===== src/rtl/lprd_pkg.sv =====
package lprd_pkg;
  typedef enum logic [1:0] {
    ST_IDLE = 2'd0,
    ST_HOLD = 2'd1,
    ST_TURN = 2'd2,
    ST_RXW  = 2'd3
  } lprd_state_t;

  localparam int NFLAG    = 3;
  localparam int F_BTA_TO = 0;
  localparam int F_RX_TO  = 1;
  localparam int F_RDY    = 2;
endpackage


===== src/rtl/lprd_timer.sv =====
module lprd_timer #(
  parameter int W = 16
) (
  input  logic         clk,
  input  logic         rst,
  input  logic         clr,
  input  logic         tick,
  input  logic [W-1:0] limit,
  output logic         done
);
  logic [W-1:0] cnt;

  assign done = (cnt == limit);

  always_ff @(posedge clk) begin
    if (rst || clr) begin
      cnt <= '0;
    end else if (tick && !done) begin
      cnt <= cnt + 1'b1;
    end
  end
endmodule


===== src/rtl/lprd_flags.sv =====
module lprd_flags #(
  parameter int N = 3
) (
  input  logic         clk,
  input  logic         rst,
  input  logic [N-1:0] set,
  input  logic [N-1:0] clr,
  input  logic [N-1:0] en,
  output logic [N-1:0] flags,
  output logic         irq
);
  for (genvar i = 0; i < N; i++) begin : g_flag
    always_ff @(posedge clk) begin
      if (rst) begin
        flags[i] <= 1'b0;
      end else if (set[i]) begin
        flags[i] <= 1'b1;
      end else if (clr[i]) begin
        flags[i] <= 1'b0;
      end
    end
  end

  always_ff @(posedge clk) begin
    if (rst) begin
      irq <= 1'b0;
    end else begin
      irq <= |(flags & en);
    end
  end
endmodule


===== src/rtl/lprd_seq.sv =====
module lprd_seq
  import lprd_pkg::*;
(
  input  logic        clk,
  input  logic        rst,
  input  logic        pkt_sent,
  input  logic        hold_done,
  input  logic        bta_done,
  input  logic        rx_done,
  input  logic        phy_bta_ack,
  input  logic        rx_lpdt,
  input  logic        rx_valid,
  output lprd_state_t state,
  output logic        armed,
  output logic        bta_req,
  output logic [NFLAG-1:0] set_flag
);
  lprd_state_t nxt;
  logic        pend;

  always_comb begin
    nxt      = state;
    set_flag = '0;
    unique case (state)
      ST_IDLE: if (pkt_sent || pend) nxt = ST_HOLD;
      ST_HOLD: if (hold_done) nxt = ST_TURN;
      ST_TURN: begin
        if (phy_bta_ack) begin
          nxt = ST_RXW;
        end else if (bta_done) begin
          nxt = ST_IDLE;
          set_flag[F_BTA_TO] = 1'b1;
        end
      end
      ST_RXW: begin
        if (rx_valid) begin
          nxt = ST_IDLE;
          set_flag[F_RDY] = 1'b1;
        end else if (armed && rx_done) begin
          nxt = ST_IDLE;
          set_flag[F_RX_TO] = 1'b1;
        end
      end
      default: nxt = ST_IDLE;
    endcase
  end

  always_ff @(posedge clk) begin
    if (rst) begin
      state   <= ST_IDLE;
      pend    <= 1'b0;
      armed   <= 1'b0;
      bta_req <= 1'b0;
    end else begin
      state   <= nxt;
      bta_req <= (nxt == ST_TURN);
      armed   <= (state == ST_RXW) && (nxt == ST_RXW) && (armed || rx_lpdt);
      if (state == ST_IDLE) begin
        pend <= 1'b0;
      end else if (pkt_sent) begin
        pend <= 1'b1;
      end
    end
  end
endmodule


===== src/rtl/lprd_turnaround.sv =====
module lprd_turnaround
  import lprd_pkg::*;
#(
  parameter int HOLD_W = 16,
  parameter int BTA_W  = 8,
  parameter int RX_W   = 16
) (
  input  logic              clk,
  input  logic              rst,
  input  logic              esc_tick,
  input  logic              pkt_sent,
  input  logic [HOLD_W-1:0] hold_cfg,
  input  logic [BTA_W-1:0]  bta_to_cfg,
  input  logic [RX_W-1:0]   rx_to_cfg,
  input  logic              phy_bta_ack,
  input  logic              rx_lpdt,
  input  logic              rx_valid,
  input  logic [2:0]        irq_en,
  input  logic [2:0]        flag_clr,
  output logic              bta_req,
  output logic [2:0]        flags,
  output logic              irq
);
  lprd_state_t      state;
  logic             armed;
  logic             hold_done, bta_done, rx_done;
  logic [NFLAG-1:0] set_flag;

  lprd_timer #(.W(HOLD_W)) u_hold (
    .clk(clk), .rst(rst), .clr(state != ST_HOLD), .tick(esc_tick),
    .limit(hold_cfg), .done(hold_done)
  );

  lprd_timer #(.W(BTA_W)) u_bta (
    .clk(clk), .rst(rst), .clr(state != ST_TURN), .tick(esc_tick),
    .limit(bta_to_cfg), .done(bta_done)
  );

  lprd_timer #(.W(RX_W)) u_rx (
    .clk(clk), .rst(rst), .clr(!((state == ST_RXW) && armed)), .tick(esc_tick),
    .limit(rx_to_cfg), .done(rx_done)
  );

  lprd_seq u_seq (
    .clk(clk), .rst(rst), .pkt_sent(pkt_sent),
    .hold_done(hold_done), .bta_done(bta_done), .rx_done(rx_done),
    .phy_bta_ack(phy_bta_ack), .rx_lpdt(rx_lpdt), .rx_valid(rx_valid),
    .state(state), .armed(armed), .bta_req(bta_req), .set_flag(set_flag)
  );

  lprd_flags #(.N(NFLAG)) u_flags (
    .clk(clk), .rst(rst), .set(set_flag), .clr(flag_clr), .en(irq_en),
    .flags(flags), .irq(irq)
  );
endmodule


===== config.mk =====
export PLATFORM = sky130hd
export DESIGN_NAME = lprd_turnaround
export DESIGN_NICKNAME = d
export VERILOG_FILES = /design/src/rtl/lprd_pkg.sv /design/src/rtl/lprd_timer.sv /design/src/rtl/lprd_flags.sv /design/src/rtl/lprd_seq.sv /design/src/rtl/lprd_turnaround.sv
export SDC_FILE = /design/constraint.sdc
export NUM_CORES = 1
export LEC_CHECK = 0
export BUFFER_PORTS_ARGS = -buffer_cell sky130_fd_sc_hd__buf_2
export CORE_ASPECT_RATIO = 0.5
export CORE_MARGIN = 5
export CORE_UTILIZATION = 55
export DETAILED_ROUTE_END_ITERATION = 8
export GPL_ROUTABILITY_DRIVEN = 0
export PLACE_DENSITY = 0.82
export SYNTH_ARGS = -nofsm -noshare
export SYNTH_HDL_FRONTEND = slang
export SYNTH_HIERARCHICAL = 1
export SYNTH_SLANG_ARGS = --single-unit

===== constraint.sdc =====
create_clock -name clk -period 1.95 [get_ports clk]
set_input_delay 0.195 -clock clk [delete_from_list [all_inputs] [get_ports clk]]
set_output_delay 0.195 -clock clk [all_outputs]
set_load 0.02 [all_outputs]

# Yosys cells after proc, flatten, opt, wreduce, memory -nomap -nowiden
# Index checks and enable logic that the tools add are counted.
# word_totals
ff_bits	49
word_cells	67
# op_classes
add_sub_neg	3
n_eq_ne	10
muxes	20
bitwise_logic	1
reduce_logical	22
# ops
operator	n
16-bit by 1-bit adder with 16-bit output (second input constant)	2
16-bit == test	2
2-bit two-way mux	7
1-bit two-way mux	12
8-bit by 1-bit adder with 8-bit output (second input constant)	1
2-bit == test (second input constant)	4
8-bit == test	1
2-bit case mux with 4 select lines	1
1-bit logical AND	7
2-bit nonzero test	3
1-bit logical OR	5
1-bit zero test	4
3-bit AND	1
3-bit OR reduction	1
2-bit by 1-bit == test with 1-bit output (second input constant)	1
2-bit zero test	1
2-bit by 1-bit inequality test with 1-bit output (second input constant)	1
2-bit inequality test (second input constant)	1
2-bit OR reduction	1

# Depth between registers and ports, before layout
# depth
depth_word	8
mapped_depth	10
mapped_depth_nobuf	8

# Hierarchy
# Netlist, hierarchy kept.
# by_module_without_submodules
mod	n_inst	cells_each	area_each_um2	seq_area_each_um2
lprd_timer at u_hold ...	2	119	996.0	320.3
lprd_timer at u_bta	1	58	511.7	160.2
lprd_seq	1	25	241.5	100.1
lprd_flags	1	15	138.9	80.1
lprd_turnaround	1	3	17.5	0.0

# Least setup slack after synthesis
# No wires, ideal clock.
# synth_timing
path_type	reg-to-reg
startpoint	register u_rx.cnt[12]
endpoint	register u_seq.state[1]
setup_ps	122
arrival_ps	1667
required_ps	1828
path_slack_ps	160
stages_incl_launch_ff	10
synth_period_minus_slack_ps	1790
cell_sequence	dfxtp_1 -> xor2_1 -> nor4_1 -> nand4_2 -> inv_2 -> buf_4 -> buf_6 -> nand2_1 -> or3b_4 -> a31oi_1
# synth_via
elab_chain_len	5
# synth_lines
item	line	rtl
start, declared	lprd_timer.sv:11	logic [W-1:0] cnt;
start signal, assigned	lprd_timer.sv:19	cnt <= cnt + 1'b1;
16-bit == test	lprd_timer.sv:13	assign done = (cnt == limit);
named net rx_done	lprd_turnaround.sv:26	logic hold_done, bta_done, rx_done;
1-bit logical AND	lprd_seq.sv:39	end else if (armed && rx_done) begin
2-bit two-way mux	lprd_seq.sv:39	
2-bit two-way mux	lprd_seq.sv:36	if (rx_valid) begin
2-bit case mux with 4 select lines	lprd_seq.sv:24	unique case (state)
end signal, assigned	lprd_seq.sv:55	state <= nxt;
end, declared	lprd_seq.sv:13	output lprd_state_t state,
# The timed path passes the listed nets, and every way through them passes these cells.
# A chain may end at the register's enable or synchronous reset.

# Final worst setup path
# layout_timing
startpoint	register u_hold.cnt[4]
endpoint	register u_hold.cnt[7]
# layout_via
elab_chain_len	3
word_cells_on_any_way	4
cone_classes	add/sub (1); eq/ne (1); reduce/logical (2)
# layout_lines
item	line	rtl
start, declared	lprd_timer.sv:11	
start signal, assigned	lprd_timer.sv:19	
16-bit == test	lprd_timer.sv:13	
named net hold_done	lprd_turnaround.sv:26	
1-bit zero test	lprd_timer.sv:18	end else if (tick && !done) begin
1-bit logical AND	lprd_timer.sv:18	
# The timed path passes the listed nets, and every way through them passes these cells.

==> run_summary.xml <==
<?xml version="1.0" encoding="UTF-8"?>
<metrics>
  <group name="synthesis">
    <metric name="synth_ff_type" unit="">sky130_fd_sc_hd__dfxtp_1</metric>
    <metric name="synth-seq-cells" unit="">49</metric>
    <metric name="synth.avg_cell_area" unit="µm²">8.56</metric>
    <metric name="netlist-cell-type-count" unit="">41</metric>
    <metric name="yosys_warning_total" unit="">6</metric>
    <metric name="synth_sequential_area_ratio" unit="">0.338</metric>
    <metric name="syn_nets" unit="">395</metric>
    <metric name="synth-edff-count" unit="">0</metric>
    <metric name="synth_top_cells_by_area" unit="">sky130_fd_sc_hd__dfxtp_1 34%, sky130_fd_sc_hd__xor2_1 12%, sky130_fd_sc_hd__a21oi_1 4.7%</metric>
    <metric name="synthesis.area" unit="µm²">2900</metric>
    <metric name="synth_top_cell_area_share" unit="">0.338</metric>
    <metric name="post-synth-top-area-cell" unit="">sky130_fd_sc_hd__dfxtp_1</metric>
    <metric name="fraction_of_registers_with_async_set_or_reset_after_synthesis" unit="">0</metric>
    <metric name="synth_cells" unit="">339</metric>
  </group>
  <group name="global_route">
    <metric name="largest_net_degree_at_the_start_of_global_routing" unit="">21</metric>
    <metric name="grt_first_pass_wirelength" unit="mm">11.5</metric>
    <metric name="globalRouteOverflowTotal" unit="">0</metric>
    <metric name="grt_total_usage" unit="">0.204</metric>
    <metric name="grt_antenna_before_repair" unit="">0</metric>
    <metric name="first_global_vias" unit="">2656</metric>
  </group>
  <group name="sta">
    <metric name="max_freq" unit="GHz">0.536</metric>
    <metric name="timing.final.setup_violations" unit="">0</metric>
    <metric name="finalHoldWorstSlack" unit="ps">147</metric>
    <metric name="timing.final.crit_share" unit="">0.956</metric>
    <metric name="timing_worst_slew_pin_value" unit="ps">557</metric>
    <metric name="finalHoldViolations" unit="">0</metric>
    <metric name="period_minus_slack" unit="ps">1860</metric>
    <metric name="finalClockSkew" unit="ps">9.09</metric>
    <metric name="finalMaxSlewViolations" unit="">0</metric>
    <metric name="slew-limit-headroom" unit="">0.627</metric>
    <metric name="setup_tns" unit="ps">0</metric>
  </group>
  <group name="worst_hold_path">
    <metric name="hold_path_depth" unit="">3</metric>
    <metric name="timing.hold.worst.start" unit="">irq_en[2]</metric>
    <metric name="min-delay-path-class" unit="">input pin to flop</metric>
  </group>
  <group name="worst_setup_path">
    <metric name="crit_fanout" unit="">12</metric>
    <metric name="critical_path.startpoint_type" unit="">flop</metric>
    <metric name="capturing_element_type_of_the_critical_path" unit="">flop</metric>
    <metric name="worst_endpoint_data_arrival_time" unit="ps">2090</metric>
    <metric name="worstRegToRegCells" unit="">7</metric>
    <metric name="r2r-start" unit="">u_hold/cnt[4]$_SDFFE_PP0P_</metric>
    <metric name="worst_ep_required_time" unit="ps">2180</metric>
    <metric name="critPathLaunch" unit="">u_hold/cnt[4]$_SDFFE_PP0P_</metric>
    <metric name="setup.worst_path.class" unit="">flop to flop</metric>
  </group>
  <group name="route">
    <metric name="routed_vias_inst" unit="">5.81</metric>
    <metric name="routed_wire_length_per_instance" unit="µm">14.6</metric>
    <metric name="routed_vias" unit="">2759</metric>
    <metric name="antenna_left" unit="">0</metric>
    <metric name="remaining_drc_errors" unit="">0</metric>
    <metric name="drt_first_pass_iters" unit="">4</metric>
    <metric name="totalWireLength" unit="mm">6.94</metric>
    <metric name="dr.first_iter.drc_count" unit="">129</metric>
  </group>
  <group name="power">
    <metric name="ir_drop" unit="V">0.000442</metric>
    <metric name="power.share.switching" unit="">0.222</metric>
    <metric name="power.internal" unit="mW">1.45</metric>
    <metric name="power.net_switching" unit="µW">414</metric>
    <metric name="leakage" unit="nW">1.37</metric>
    <metric name="power_per_cell_area" unit="nW/µm²">538</metric>
    <metric name="comb_power_share" unit="">0.081</metric>
    <metric name="share_clk_of_total_power" unit="">0.378</metric>
    <metric name="pwr-share-seq" unit="">0.542</metric>
    <metric name="total_power" unit="mW">1.86</metric>
  </group>
  <group name="place">
    <metric name="placed_cell_area" unit="µm²">3290</metric>
    <metric name="detailedPlacementHpwl" unit="mm">5.31</metric>
    <metric name="io_buffer_count" unit="">57</metric>
  </group>
  <group name="run_status">
    <metric name="outcome" unit="">finished clean</metric>
  </group>
  <group name="floorplan">
    <metric name="fp.dieArea" unit="µm²">6920</metric>
    <metric name="boundaryPins" unit="">58</metric>
    <metric name="floorplan.core_area" unit="µm²">5020</metric>
    <metric name="initial_core_util" unit="">0.578</metric>
    <metric name="die_h" unit="µm">61.4</metric>
    <metric name="placement_rows" unit="">18</metric>
    <metric name="die_outline_width" unit="µm">113</metric>
  </group>
  <group name="clock_network">
    <metric name="cts_root_buffer" unit="">sky130_fd_sc_hd__clkbuf_8</metric>
    <metric name="cts.clk_slew.worst_paths" unit="ps">90</metric>
    <metric name="cts-hold-fix-buffers" unit="">0</metric>
    <metric name="cts_tree" unit="">yes</metric>
    <metric name="clock_latency" unit="ps">300</metric>
    <metric name="number_of_h_tree_levels" unit="">2</metric>
    <metric name="cts_sinks" unit="">49</metric>
    <metric name="cts_made_buffers" unit="">5</metric>
    <metric name="max-clock-path-buffers" unit="">2</metric>
  </group>
  <group name="run">
    <metric name="drv_cap" unit="">0</metric>
  </group>
  <group name="finish">
    <metric name="drive_above_1_share" unit="">0.267</metric>
    <metric name="nets" unit="">461</metric>
    <metric name="finalInstanceArea" unit="µm²">3470</metric>
    <metric name="post-route-util" unit="">0.690</metric>
    <metric name="n_antenna_cell" unit="">0</metric>
    <metric name="layout-area-overhead-vs-synth" unit="%">19.4</metric>
    <metric name="filler_cell_count_in_the_final_layout" unit="">409</metric>
  </group>
</metrics>
==> power by group through the flow <==
stage | Clock, mW | Sequential, mW | Combinational (mW)
2_1_floorplan | 0 | 1.03 | 0.0567
3_3_place_gp | 0 | 1.03 | 0.135
3_5_place_dp | 0 | 1.03 | 0.142
5_1_grt | 0.761 | 1.01 | 0.166
6_report | 0.704 | 1.01 | 0.151
4_1_cts | 0.716 | 1.01 | 0.143
==> cells in the mapped netlist (3+ instances only) <==
| cell type | instances |
|---|---|
| sky130_fd_sc_hd__mux2i_1 | 10 |
| sky130_fd_sc_hd__clkbuf_1 | 4 |
| sky130_fd_sc_hd__nand2b_1 | 7 |
| sky130_fd_sc_hd__nand4_1 | 11 |
| sky130_fd_sc_hd__o211ai_1 | 8 |
| sky130_fd_sc_hd__o21ai_0 | 6 |
| sky130_fd_sc_hd__nand3_1 | 14 |
| sky130_fd_sc_hd__xor2_1 | 40 |
| sky130_fd_sc_hd__nor4_2 | 4 |
| sky130_fd_sc_hd__dfxtp_1 | 49 |
| sky130_fd_sc_hd__nor4_1 | 8 |
| sky130_fd_sc_hd__nor2_1 | 9 |
| sky130_fd_sc_hd__buf_6 | 4 |
| sky130_fd_sc_hd__or4_1 | 18 |
| sky130_fd_sc_hd__and4_1 | 3 |
| sky130_fd_sc_hd__nor3_1 | 3 |
| sky130_fd_sc_hd__ha_1 | 3 |
| sky130_fd_sc_hd__o31ai_1 | 16 |
| sky130_fd_sc_hd__or3_1 | 17 |
| sky130_fd_sc_hd__a21oi_1 | 27 |
| sky130_fd_sc_hd__and2_1 | 3 |
| sky130_fd_sc_hd__inv_1 | 13 |
| sky130_fd_sc_hd__nand2_1 | 35 |
==> worst paths after layout <==
check                               end  slack, ps
min reg2reg   u_bta/cnt[7]$_SDFFE_PP0P_        500
max reg2reg  u_hold/cnt[7]$_SDFFE_PP0P_         90
max          u_hold/cnt[7]$_SDFFE_PP0P_         90
min              u_flags/irq$_SDFF_PP0_        150
==> stage by stage <==
step,std cells,setup slack (ps)
after floorplan,339,160
after global placement,468,77.5
after detailed placement,468,61.2
after CTS,475,33.5
after global routing,475,-23.0
final,475,85.4
==> cells by family after synthesis <==
family | after synthesis | share of synthesized area
buffers and inverters | 25 | 0.0453
AOI/OAI and AO/OA | 69 | 0.156
muxes | 10 | 0.0345
adders and majority gates | 3 | 0.0129
xor gates and xnor gates | 40 | 0.121
and+or+nand+nor | 143 | 0.293
DFF | 49 | 0.338
==> worst max-delay path: stages (launching register included) <==
cell	delay, ps
sky130_fd_sc_hd__dfxtp_1	440
sky130_fd_sc_hd__xor2_1	170
sky130_fd_sc_hd__nor4_1	80
sky130_fd_sc_hd__nand4_2	130
sky130_fd_sc_hd__inv_2	110
sky130_fd_sc_hd__buf_4	190
sky130_fd_sc_hd__or4_1	510
sky130_fd_sc_hd__a21oi_1	170
==> routing by layer <==
layer,share of wire,vias to the layer above,track usage,routed length [µm]
li1,-,1397,-,-
met1,0.44,1284,0.244,3070
met2,0.50,66,0.381,3460
met3,0.046,12,0.0422,317
met4,0.013,0,0.0634,87
met5,0,-,0,0
==> flip-flops by register name, indices dropped and copies added, names as in the netlist <==
register	count
u_flags/flags	3
u_seq/state	2
u_seq/bta_req	1
u_rx/cnt	16
u_hold/cnt	16
u_seq/pend	1
u_bta/cnt	8
u_flags/irq	1
u_seq/armed	1
==> placed cells by master, fill, tap and decap left out, types with 2 or more instances in the layout <==
cell type,instances
sky130_fd_sc_hd__buf_2,57
sky130_fd_sc_hd__dfxtp_1,41
sky130_fd_sc_hd__xor2_1,37
sky130_fd_sc_hd__nand2_1,35
sky130_fd_sc_hd__a21oi_1,27
sky130_fd_sc_hd__or4_1,18
sky130_fd_sc_hd__or3_1,17
sky130_fd_sc_hd__o31ai_1,16
sky130_fd_sc_hd__nand3_1,14
sky130_fd_sc_hd__inv_1,13
sky130_fd_sc_hd__buf_4,12
sky130_fd_sc_hd__nand4_1,11
sky130_fd_sc_hd__mux2i_1,10
sky130_fd_sc_hd__nor2_1,9
sky130_fd_sc_hd__nor4_2,8
sky130_fd_sc_hd__o211ai_1,8
sky130_fd_sc_hd__dfxtp_2,8
sky130_fd_sc_hd__nand2b_1,7
sky130_fd_sc_hd__o21ai_0,6
sky130_fd_sc_hd__clkbuf_8,5
sky130_fd_sc_hd__and2_1,3
sky130_fd_sc_hd__and4_1,3
sky130_fd_sc_hd__ha_1,3
sky130_fd_sc_hd__nor4_1,3
sky130_fd_sc_hd__xor2_2,3
sky130_fd_sc_hd__nor3_1,3
sky130_fd_sc_hd__a21boi_1,2
sky130_fd_sc_hd__a211oi_1,2
sky130_fd_sc_hd__nand4_2,2
sky130_fd_sc_hd__inv_2,2
sky130_fd_sc_hd__o311ai_0,2
sky130_fd_sc_hd__o41ai_1,2
sky130_fd_sc_hd__or2_2,2
sky130_fd_sc_hd__nand3b_1,2
==> timing repair <==
action,4_1_cts,5_1_grt
setup endpoints to repair,0,16
setup buffers,0,0
resized for setup,0,17
==> cell type report <==
type | instances | area [µm²] | share of cell area
multi-input combinational | 265 | 1850 | 0.534
sequential | 49 | 991 | 0.286
clock inverter | 2 | 35.0 | 0.0101
timing repair buffer | 69 | 375 | 0.108
inverter | 15 | 56.3 | 0.0162
tap | 70 | 87.6 | 0.0253
clock buffer | 5 | 68.8 | 0.0199
Power figures use the tool's default switching activity.
